$ cat src/rtl/frame_seq_pkg.sv
package frame_seq_pkg;
  typedef enum logic [2:0] {
    PH_WAIT  = 3'd0,
    PH_RESET = 3'd1,
    PH_MEAS  = 3'd2,
    PH_LOAD  = 3'd3,
    PH_READ  = 3'd4,
    PH_IDLE  = 3'd5
  } phase_t;
endpackage

$ cat src/rtl/fseq_lock_qual.sv
module fseq_lock_qual #(
  parameter int HOLD = 4
) (
  input  logic clk,
  input  logic rst,
  input  logic lock_i,
  output logic qual_o
);
  localparam int CW = $clog2(HOLD + 1) + 1;

  logic          s1, s2;
  logic [CW-1:0] cnt;

  always_ff @(posedge clk) begin
    if (rst) begin
      s1     <= 1'b0;
      s2     <= 1'b0;
      cnt    <= '0;
      qual_o <= 1'b0;
    end else begin
      s1 <= lock_i;
      s2 <= s1;
      if (!s2) begin
        cnt    <= '0;
        qual_o <= 1'b0;
      end else begin
        if (cnt != CW'(HOLD)) cnt <= cnt + 1'b1;
        qual_o <= (cnt >= CW'(HOLD - 1));
      end
    end
  end
endmodule

$ cat src/rtl/fseq_phase_timer.sv
module fseq_phase_timer #(
  parameter int W = 16
) (
  input  logic         clk,
  input  logic         rst,
  input  logic         load_i,
  input  logic [W-1:0] len_i,
  output logic         expire_o
);
  logic [W-1:0] tcnt;

  always_ff @(posedge clk) begin
    if (rst)              tcnt <= '0;
    else if (load_i)      tcnt <= (len_i == '0) ? '0 : len_i - 1'b1;
    else if (tcnt != '0)  tcnt <= tcnt - 1'b1;
  end

  assign expire_o = (tcnt == '0);
endmodule

$ cat src/rtl/fseq_frame_timer.sv
module fseq_frame_timer #(
  parameter int W = 16
) (
  input  logic         clk,
  input  logic         rst,
  input  logic         clr_i,
  input  logic [W-1:0] len_i,
  output logic         due_o
);
  logic [W-1:0] fcnt;
  logic [W:0]   elapsed;

  always_ff @(posedge clk) begin
    if (rst || clr_i)    fcnt <= '0;
    else if (fcnt != '1) fcnt <= fcnt + 1'b1;
  end

  assign elapsed = {1'b0, fcnt} + (W+1)'(1);
  assign due_o   = (elapsed >= {1'b0, len_i});
endmodule

$ cat src/rtl/frame_seq_top.sv
module frame_seq_top
  import frame_seq_pkg::*;
#(
  parameter int CNT_W     = 16,
  parameter int LOCK_HOLD = 4
) (
  input  logic             clk,
  input  logic             rst,
  input  logic             pll_locked_i,
  input  logic             rd_done_i,
  input  logic [CNT_W-1:0] cfg_rst_len,
  input  logic [CNT_W-1:0] cfg_win_len,
  input  logic [CNT_W-1:0] cfg_frame_len,
  output logic             pix_reset_o,
  output logic             pix_start_o,
  output logic             pix_load_o,
  output logic             rd_go_o
);
  phase_t             st, nx;
  logic               locked;
  logic               expire;
  logic               due;
  logic               tmr_load;
  logic [CNT_W-1:0]   tmr_len;
  logic               frame_clr;

  fseq_lock_qual #(.HOLD(LOCK_HOLD)) u_lock (
    .clk    (clk),
    .rst    (rst),
    .lock_i (pll_locked_i),
    .qual_o (locked)
  );

  fseq_phase_timer #(.W(CNT_W)) u_phase (
    .clk      (clk),
    .rst      (rst),
    .load_i   (tmr_load),
    .len_i    (tmr_len),
    .expire_o (expire)
  );

  fseq_frame_timer #(.W(CNT_W)) u_frame (
    .clk   (clk),
    .rst   (rst),
    .clr_i (frame_clr),
    .len_i (cfg_frame_len),
    .due_o (due)
  );

  always_comb begin
    nx = st;
    case (st)
      PH_WAIT:  if (locked) nx = PH_RESET;
      PH_RESET: if (expire) nx = PH_MEAS;
      PH_MEAS:  if (expire) nx = PH_LOAD;
      PH_LOAD:  nx = PH_READ;
      PH_READ:  if (rd_done_i) nx = due ? PH_RESET : PH_IDLE;
      PH_IDLE:  if (due) nx = PH_RESET;
      default:  nx = PH_WAIT;
    endcase
    if (!locked) nx = PH_WAIT;
  end

  always_comb begin
    tmr_load  = 1'b0;
    tmr_len   = cfg_rst_len;
    frame_clr = (st == PH_WAIT);
    if (nx == PH_RESET && st != PH_RESET) begin
      tmr_load  = 1'b1;
      tmr_len   = cfg_rst_len;
      frame_clr = 1'b1;
    end else if (nx == PH_MEAS && st != PH_MEAS) begin
      tmr_load  = 1'b1;
      tmr_len   = cfg_win_len;
    end
  end

  always_ff @(posedge clk) begin
    if (rst) begin
      st          <= PH_WAIT;
      pix_reset_o <= 1'b0;
      pix_start_o <= 1'b0;
      pix_load_o  <= 1'b0;
      rd_go_o     <= 1'b0;
    end else begin
      st          <= nx;
      pix_reset_o <= (nx == PH_RESET);
      pix_start_o <= (nx == PH_MEAS) && (st != PH_MEAS);
      pix_load_o  <= (nx == PH_LOAD);
      rd_go_o     <= (nx == PH_READ) && (st != PH_READ);
    end
  end
endmodule

$ cat config.mk
export PLATFORM = sky130hd
export DESIGN_NAME = frame_seq_top
export DESIGN_NICKNAME = d
export VERILOG_FILES = /design/src/rtl/frame_seq_pkg.sv /design/src/rtl/fseq_lock_qual.sv /design/src/rtl/fseq_phase_timer.sv /design/src/rtl/fseq_frame_timer.sv /design/src/rtl/frame_seq_top.sv
export SDC_FILE = /design/constraint.sdc
export NUM_CORES = 1
export LEC_CHECK = 0
export BUFFER_PORTS_ARGS = -buffer_cell sky130_fd_sc_hd__buf_2
export CAP_MARGIN = 10
export CORE_MARGIN = 3
export CORE_UTILIZATION = 57
export CTS_CLUSTER_SIZE = 40
export DETAILED_ROUTE_END_ITERATION = 7
export PLACE_DENSITY_LB_ADDON = 0.1
export SLEW_MARGIN = 20
export SYNTH_ARGS = -nofsm -noshare
export SYNTH_HDL_FRONTEND = slang
export SYNTH_SLANG_ARGS = --single-unit
export TNS_END_PERCENT = 30
$ cat constraint.sdc
create_clock -name clk -period 4.3 [get_ports clk]
set_input_delay 0.645 -clock clk [delete_from_list [all_inputs] [get_ports clk]]
set_output_delay 0.645 -clock clk [all_outputs]
set_load 0.02 [all_outputs]
; Word level (Yosys, flattened, before mapping)
; Cells that the tools add are included.
[totals]
inputBits = 52
output_inout_bits = 4
ff_bits = 46
[classes]
mux = 15
bitwise = 1
n_reduce_logical = 10
magnitude_cmp = 2
add_sub_neg = 5
eq_ne = 14
[ops]
columns = operator, n
row1 = 16-bit two-way mux, 5
row2 = 16-bit logical NOT, 2
row3 = 16-bit by 1-bit subtractor with 16-bit output (second input constant), 2
row4 = 3-bit two-way mux, 6
row5 = 3-bit case mux with 6 select lines, 1
row6 = 16-bit by 1-bit adder with 17-bit output (second input constant), 1
row7 = 17-bit by 16-bit >= comparator with 1-bit output, 1
row8 = 16-bit by 1-bit adder with 16-bit output (second input constant), 1
row9 = 16-bit inequality test (second input constant), 1
row10 = 16-bit nonzero test, 1
row11 = 3-bit by 2-bit equality test with 1-bit output (second input constant), 4
row12 = 3-bit equality test (second input constant), 3
row13 = 3-bit by 1-bit equality test with 1-bit output (second input constant), 2
row14 = 4-bit by 1-bit adder with 4-bit output (second input constant), 1
row15 = 4-bit by 2-bit >= comparator with 1-bit output (second input constant), 1
row16 = 4-bit by 3-bit inequality test with 1-bit output (second input constant), 1
row17 = 1-bit logical AND, 3
row18 = 3-bit logical NOT, 1
row19 = 1-bit two-way mux, 3
row20 = 3-bit by 1-bit inequality test with 1-bit output (second input constant), 1
row21 = 3-bit by 2-bit inequality test with 1-bit output (second input constant), 1
row22 = 3-bit inequality test (second input constant), 1
row23 = 2-bit nonzero test, 1
row24 = 2-bit OR reduction, 1
row25 = 2 further kinds, 2

; Logic depth before layout (Yosys ltp)
[depth]
depth_word = 13
mapped_depth = 15
depth_no_buf = 14

; Cells and area by module
; A second synthesis with hierarchy kept.
[hier_totals]
hier_cells = 384
area_unflattened_um2 = 3328.2
[by_module_without_submodules]
columns = module, cells_per_inst, instances, area_per_inst_um2
row1 = fseq_frame_timer, 156, 1, 1258.7
row2 = fseq_phase_timer, 145, 1, 1186.1
row3 = frame_seq_top, 52, 1, 565.5
row4 = fseq_lock_qual, 31, 1, 317.8

; Worst setup path before layout
; No wires, ideal clock.
[synth_path]
kind = flip-flop to flip-flop
startpoint = register u_phase.tcnt[6]
endpoint = register u_phase.tcnt[13]
t_required_ps = 4170
path_slack_ps = 542
n_path_buf = 2
path_stages_with_launch = 14
arrival_ps = 3628
cell_sequence = dfxtp_1 -> or4_4 -> nand2b_4 -> nor4_4 -> clkbuf_1 -> mux2i_1 -> ha_1 -> nand2_1 -> or3b_2 -> mux2i_1 -> or4b_1 -> buf_2 -> a311o_1 -> o22ai_1
[synth_via]
elab_chain_len = 11
elab_cells_between_ends = 21
[synth_rtl]
columns = element, line
row1 = "start, declared", fseq_phase_timer.sv:10  ; logic [W-1:0] tcnt;
row2 = "start signal, assigned", fseq_phase_timer.sv:14  ; else if (load_i) tcnt <= (len_i == '0) ? '0 : len_i - 1'b1;
row3 = "start signal, assigned", fseq_phase_timer.sv:15  ; else if (tcnt != '0) tcnt <= tcnt - 1'b1;
row4 = 16-bit logical NOT, fseq_phase_timer.sv:18  ; assign expire_o = (tcnt == '0);
row5 = 3-bit two-way mux (on tied branches), "frame_seq_top.sv:55, frame_seq_top.sv:54"
row6 = 3-bit case mux with 6 select lines, frame_seq_top.sv:52  ; case (st)
row7 = 3-bit two-way mux, frame_seq_top.sv:61  ; if (!locked) nx = PH_WAIT;
row8 = 3-bit by 2-bit equality test with 1-bit output, frame_seq_top.sv:72  ; end else if (nx == PH_MEAS && st != PH_MEAS) begin
row9 = 1-bit logical AND, frame_seq_top.sv:72
row10 = 16-bit two-way mux, frame_seq_top.sv:72
row11 = 16-bit two-way mux, frame_seq_top.sv:68  ; if (nx == PH_RESET && st != PH_RESET) begin
row12 = 16-bit by 1-bit subtractor with 16-bit output / 16-bit logical NOT (equally long branches), fseq_phase_timer.sv:14
row13 = 16-bit two-way mux (2 in series), fseq_phase_timer.sv:14
; Parallel ways exist; a longest one is shown, timed or not. The select of a mux whose other input is x is not followed.
; A chain may end at the register's enable or synchronous reset.

; Final worst setup path
[layout_path]
startpoint = register u_frame.fcnt[0]
endpoint = register u_phase.tcnt[13]
[layout_via]
elab_chain_len = 13
elab_cells_between_ends = 20
[layout_rtl]
columns = element, line
row1 = "start, declared", fseq_frame_timer.sv:10  ; logic [W-1:0] fcnt;
row2 = "start signal, assigned", fseq_frame_timer.sv:15  ; else if (fcnt != '1) fcnt <= fcnt + 1'b1;
row3 = 16-bit by 1-bit adder with 17-bit output *, fseq_frame_timer.sv:18  ; assign elapsed = {1'b0, fcnt} + (W+1)'(1);
row4 = named net u_frame.elapsed[12], fseq_frame_timer.sv:11  ; logic [W:0] elapsed;
row5 = 17-bit by 16-bit >= comparator with 1-bit output *, fseq_frame_timer.sv:19  ; assign due_o = (elapsed >= {1'b0, len_i});
row6 = 3-bit two-way mux (2 in series), frame_seq_top.sv:57  ; PH_READ: if (rd_done_i) nx = due ? PH_RESET : PH_IDLE;
row7 = 3-bit case mux with 6 select lines *, frame_seq_top.sv:52
row8 = 3-bit two-way mux *, frame_seq_top.sv:61
row9 = 3-bit by 2-bit equality test with 1-bit output, frame_seq_top.sv:72
row10 = 1-bit logical AND, frame_seq_top.sv:72
row11 = 16-bit two-way mux, frame_seq_top.sv:72
row12 = 16-bit two-way mux, frame_seq_top.sv:68
row13 = 16-bit by 1-bit subtractor with 16-bit output / 16-bit logical NOT (equally long branches), fseq_phase_timer.sv:14
row14 = 16-bit two-way mux (2 in series), fseq_phase_timer.sv:14
; The timed path passes the listed nets; every way through them passes the cells marked *.

==> impl_summary.log <==
[metrics] gr usage total: between 20% and 30%
[metrics] final WL: 6990 um
[metrics] pin count of the biggest net entering global routing: 22
[metrics] DR vias: a little over 3000
[metrics] type of element launching the critical path: flip-flop
[metrics] via count of the first global-routing pass: 2800
[metrics] maximum clock frequency: 258 MHz
[metrics] worst skew pair latency: around 0.30 ns
[metrics] number of search-and-repair iterations in the first detailed-routing pass: 5
[metrics] run status: complete, no violations
[metrics] critical path class: flip-flop to flip-flop
[metrics] final weighted congestion of routability-driven global placement: around 0.85
[metrics] detailed placer's ending HPWL: 5530 um
[metrics] min cycle time layout: 3.87 ns
[metrics] reg2reg path depth: 14
[metrics] non-filler instance count after layout: about 550
[metrics] Ys Warns: 0
[metrics] post-route clock skew: 0.0127 ns
[metrics] TritonCTS clock tree: built
[metrics] data arrival time at the worst-slack endpoint: approximately 4.1 ns
[metrics] clock-pin slew of the registers on the worst-case setup and hold paths: approximately 0.08 ns
[metrics] Clock Sinks: 46
[metrics] setup TNS: 0 ns
[metrics] number of pins exceeding their max-slew limit in the final report: 0
[metrics] endpoint of the worst register-to-register path: u_phase.tcnt[13]
[metrics] sequential fraction of the synthesis area: between 20 and 30%
[metrics] final-stage net count: ~560
[metrics] antenna cells: 0
[metrics] cells after synthesis: roughly 430
[metrics] final-report setup violation count: 0
[metrics] largest fanout on the critical path: 10
[metrics] Worst Hold Class: flip-flop to flip-flop
[metrics] number of maximum-capacitance violations: 0
[metrics] crit-path leading delay family: simple AND/OR/NAND/NOR gates
[metrics] number of enable flip-flop cells after synthesis: 0
[metrics] CP Data Required Time: 4.51 ns
[metrics] synthesized cell area: about 0.0033 mm2
[metrics] worst hold path depth: 1
[metrics] CP max stage delay: just under 0.7 ns
[metrics] worst hold-check slack: 0.443 ns
[metrics] worst hold path startpoint: u_lock.s1
[metrics] asr flop ratio synth: 0%
[metrics] area growth from synthesis to final layout: 14.1%
[metrics] DRT iter0 DRCs: between 150 and 200
[metrics] critical path capture point type: flip-flop
[metrics] via density per instance: between 5 and 6
[metrics] die outline area: around 0.0067 mm2
[metrics] residual DRC count: 0
[metrics] number of top-level pins: 56
[metrics] number of synthesized register bits: 46
[metrics] destination of the worst hold path: u_lock.s2
[metrics] share of post-route cells with drive strength above 1: 16.4%
[metrics] height of the die: about 80 um
[metrics] Worst slew margin: between 60 and 70%
[metrics] RSZ-0062 raised after global routing: no
[metrics] Hold Fails Final Rpt: 0
[metrics] launching point of the worst reg2reg path: u_frame.fcnt[0]
[metrics] count of input and output buffers: 55
[metrics] buffer levels on the longest clock path: 2
[metrics] peak supply drop: slightly above 200 uV
[metrics] transition at the pin with the smallest max-transition slack: ~0.57 ns
[metrics] placed insts: around 550
[metrics] Horiz. Die Dim: approximately 82 um
[metrics] Post-DP Area: around 0.0036 mm2
[metrics] Top FF cell, synth: sky130_fd_sc_hd__dfxtp_1
[metrics] row count: 26
[metrics] final global-route overflow total: 0
[metrics] first-pass GRT wire length: between 10000 and 15000 um
[metrics] count of different cell masters after synthesis: 50
[metrics] Core Footprint: about 0.0053 mm2
[metrics] drt wl/cell: approximately 13 um
[metrics] number of levels the H-tree was split into: 2
[metrics] design area: between 0.003 and 0.004 mm2
[metrics] Power per Cell Area: approximately 370 mW/mm2
[metrics] Cell Chain, Critical Path: ha_1 -> nand4_1 -> nor2_1 -> and3_1 -> nand3_1 -> xnor2_1 -> ha_1 -> nand4_1 -> nor4_1 -> o21ai_0 -> o211ai_1 -> or4b_1 -> a311o_1 -> o22ai_1
[metrics] worst-path cell with the longest stage delay: sky130_fd_sc_hd__or4b_1
[metrics] net count of the mapped netlist: between 400 and 500
[metrics] flop2flop setup slack: between 0.4 and 0.5 ns
[metrics] Mapped Avg Cell Area: about 7.7 um2
[metrics] number of nets with antenna violations after detailed routing: 0
[metrics] cts bufs inserted: 5
[metrics] initial standard-cell utilization of the core: around three fifths
[metrics] Tcrit/Tclk final: between 90% and 100%
[metrics] Leakage Power: between 1.5 and 2 nW
[metrics] CTS Root Buffer Type: sky130_fd_sc_hd__clkbuf_8
[metrics] launch point of the critical path: u_frame.fcnt[0]
[metrics] number of antenna violations at the first check in global routing: 0
[metrics] sum of buffers and inverters on the critical path: 0
## metrics by stage
step | setup WS (ns) | util, % | power [mW]
after detailed placement | 0.477 | 68.1 | 1.13
after floorplan | 0.542 | - | 1.00
after global placement | 0.609 | 68.1 | 1.12
after global routing | 0.0174 | 70.0 | 1.51
final | 0.426 | 70.0 | 1.40
after CTS | 0.451 | 69.9 | 1.40
## kinds of logic (layout without fill, tap and decap cells)
logic type                 after synthesis  in the layout  share of synthesized area [%]
xor gates and xnor gates                46             46                           12.3
and+or+nand+nor                        198            198                           30.7
buffers and inverters                   34             92                           3.94
AOI/OAI and AO/OA                       69             69                           13.0
adders and majority gates               22             22                           8.41
muxes                                   10             10                           3.48
DFF                                     46             46                           28.1
## sequential cells by signal, summed over array words and instances (netlist names)
name,flops
u_frame.fcnt,16
u_phase.tcnt,16
u_lock.cnt,4
st,3
pix_load_o,1
pix_reset_o,1
pix_start_o,1
rd_go_o,1
u_lock.qual_o,1
u_lock.s1,1
u_lock.s2,1
## Yosys cell counts, types with 7 or more instances
cell,instances,share of area [%]
sky130_fd_sc_hd__clkbuf_1,9,1.0
sky130_fd_sc_hd__nor3_1,16,2.4
sky130_fd_sc_hd__a21oi_1,27,4.1
sky130_fd_sc_hd__nor2_1,70,8.0
sky130_fd_sc_hd__inv_1,24,2.8
sky130_fd_sc_hd__nor2b_1,8,1.5
sky130_fd_sc_hd__ha_1,22,8.4
sky130_fd_sc_hd__and3_1,7,1.3
sky130_fd_sc_hd__dfxtp_1,46,28
sky130_fd_sc_hd__nand3_1,17,2.6
sky130_fd_sc_hd__nor4_1,9,1.7
sky130_fd_sc_hd__nand2_1,30,3.4
sky130_fd_sc_hd__or3_1,8,1.5
sky130_fd_sc_hd__nand2b_1,7,1.3
sky130_fd_sc_hd__o22ai_1,10,1.9
sky130_fd_sc_hd__o21ai_0,12,1.8
sky130_fd_sc_hd__mux2i_1,8,2.4
sky130_fd_sc_hd__xnor2_1,28,7.5
sky130_fd_sc_hd__xor2_1,18,4.8
## final cells by class
| cell class | instances | area [um2] |
|---|---|---|
| tap | 70 | 87.6 |
| clock buffer | 6 | 82.6 |
| multi-input combinational | 345 | 2230 |
| inverter | 24 | 90.1 |
| clock inverter | 2 | 12.5 |
| timing repair buffer | 60 | 313 |
| fill | 468 | 1600 |
| sequential | 46 | 921 |
## layer usage
layer | GRT usage (%) | routed length, um
met1 | 27.9 | 3260
met2 | 37.8 | 3250
met3 | 3.62 | 370
met4 | 7.81 | 111
met5 | 0 | 0
## worst max-delay path by stage
stage,cells past startpoint,end,slack [ns]
3_5_place_dp,13,u_frame.fcnt[13],0.48
3_3_place_gp,11,u_phase.tcnt[13],0.61
5_1_grt,13,u_phase.tcnt[13],0.02
6_report,14,u_phase.tcnt[13],0.43
4_1_cts,14,u_phase.tcnt[13],0.45
2_1_floorplan,13,u_phase.tcnt[13],0.54
## layout by cell type, fill, tap and decap left out, types with 2 or more instances in the layout
master                     netlist  layout
sky130_fd_sc_hd__nand2b_1        7       7
sky130_fd_sc_hd__and2_1          3       3
sky130_fd_sc_hd__mux2i_1         8       8
sky130_fd_sc_hd__nor4_1          9       9
sky130_fd_sc_hd__o22ai_1        10      10
sky130_fd_sc_hd__nor4b_1         2       2
sky130_fd_sc_hd__or4_1           4       4
sky130_fd_sc_hd__o21ai_0        12      12
sky130_fd_sc_hd__xnor2_1        28      28
sky130_fd_sc_hd__nor3_1         16      16
sky130_fd_sc_hd__xor2_1         18      18
sky130_fd_sc_hd__buf_2           1      55
sky130_fd_sc_hd__nand2_1        30      30
sky130_fd_sc_hd__ha_1           22      22
sky130_fd_sc_hd__a21oi_1        27      27
sky130_fd_sc_hd__nand3b_1        4       4
sky130_fd_sc_hd__nor2b_1         8       8
sky130_fd_sc_hd__o31ai_1         2       2
sky130_fd_sc_hd__nand3_1        17      17
sky130_fd_sc_hd__nor2_1         70      70
sky130_fd_sc_hd__a311o_1         2       2
sky130_fd_sc_hd__a211oi_1        4       4
sky130_fd_sc_hd__dfxtp_1        46      46
sky130_fd_sc_hd__or3_1           8       8
sky130_fd_sc_hd__inv_1          24      24
sky130_fd_sc_hd__nor3b_1         2       2
sky130_fd_sc_hd__and3_1          7       7
sky130_fd_sc_hd__buf_4           0       5
sky130_fd_sc_hd__clkbuf_8        0       6
sky130_fd_sc_hd__nand4_1         4       4
## what timing repair did
| item | CTS | global route |
|---|---|---|
| gates resized for setup | 0 | 1 |
| hold buffers | 0 | 0 |
| buffers inserted | 0 | 0 |
| setup endpoints to repair | 0 | 6 |
## where the power goes
part / switching [mW] / total [mW] / internal (mW)
clock network: 0.139 / 0.268 / 0.129
registers: 0.0570 / 0.550 / 0.493
logic: 0.311 / 0.580 / 0.269
total: 0.506 / 1.40 / 0.891
(Power assumes the default switching activity.)
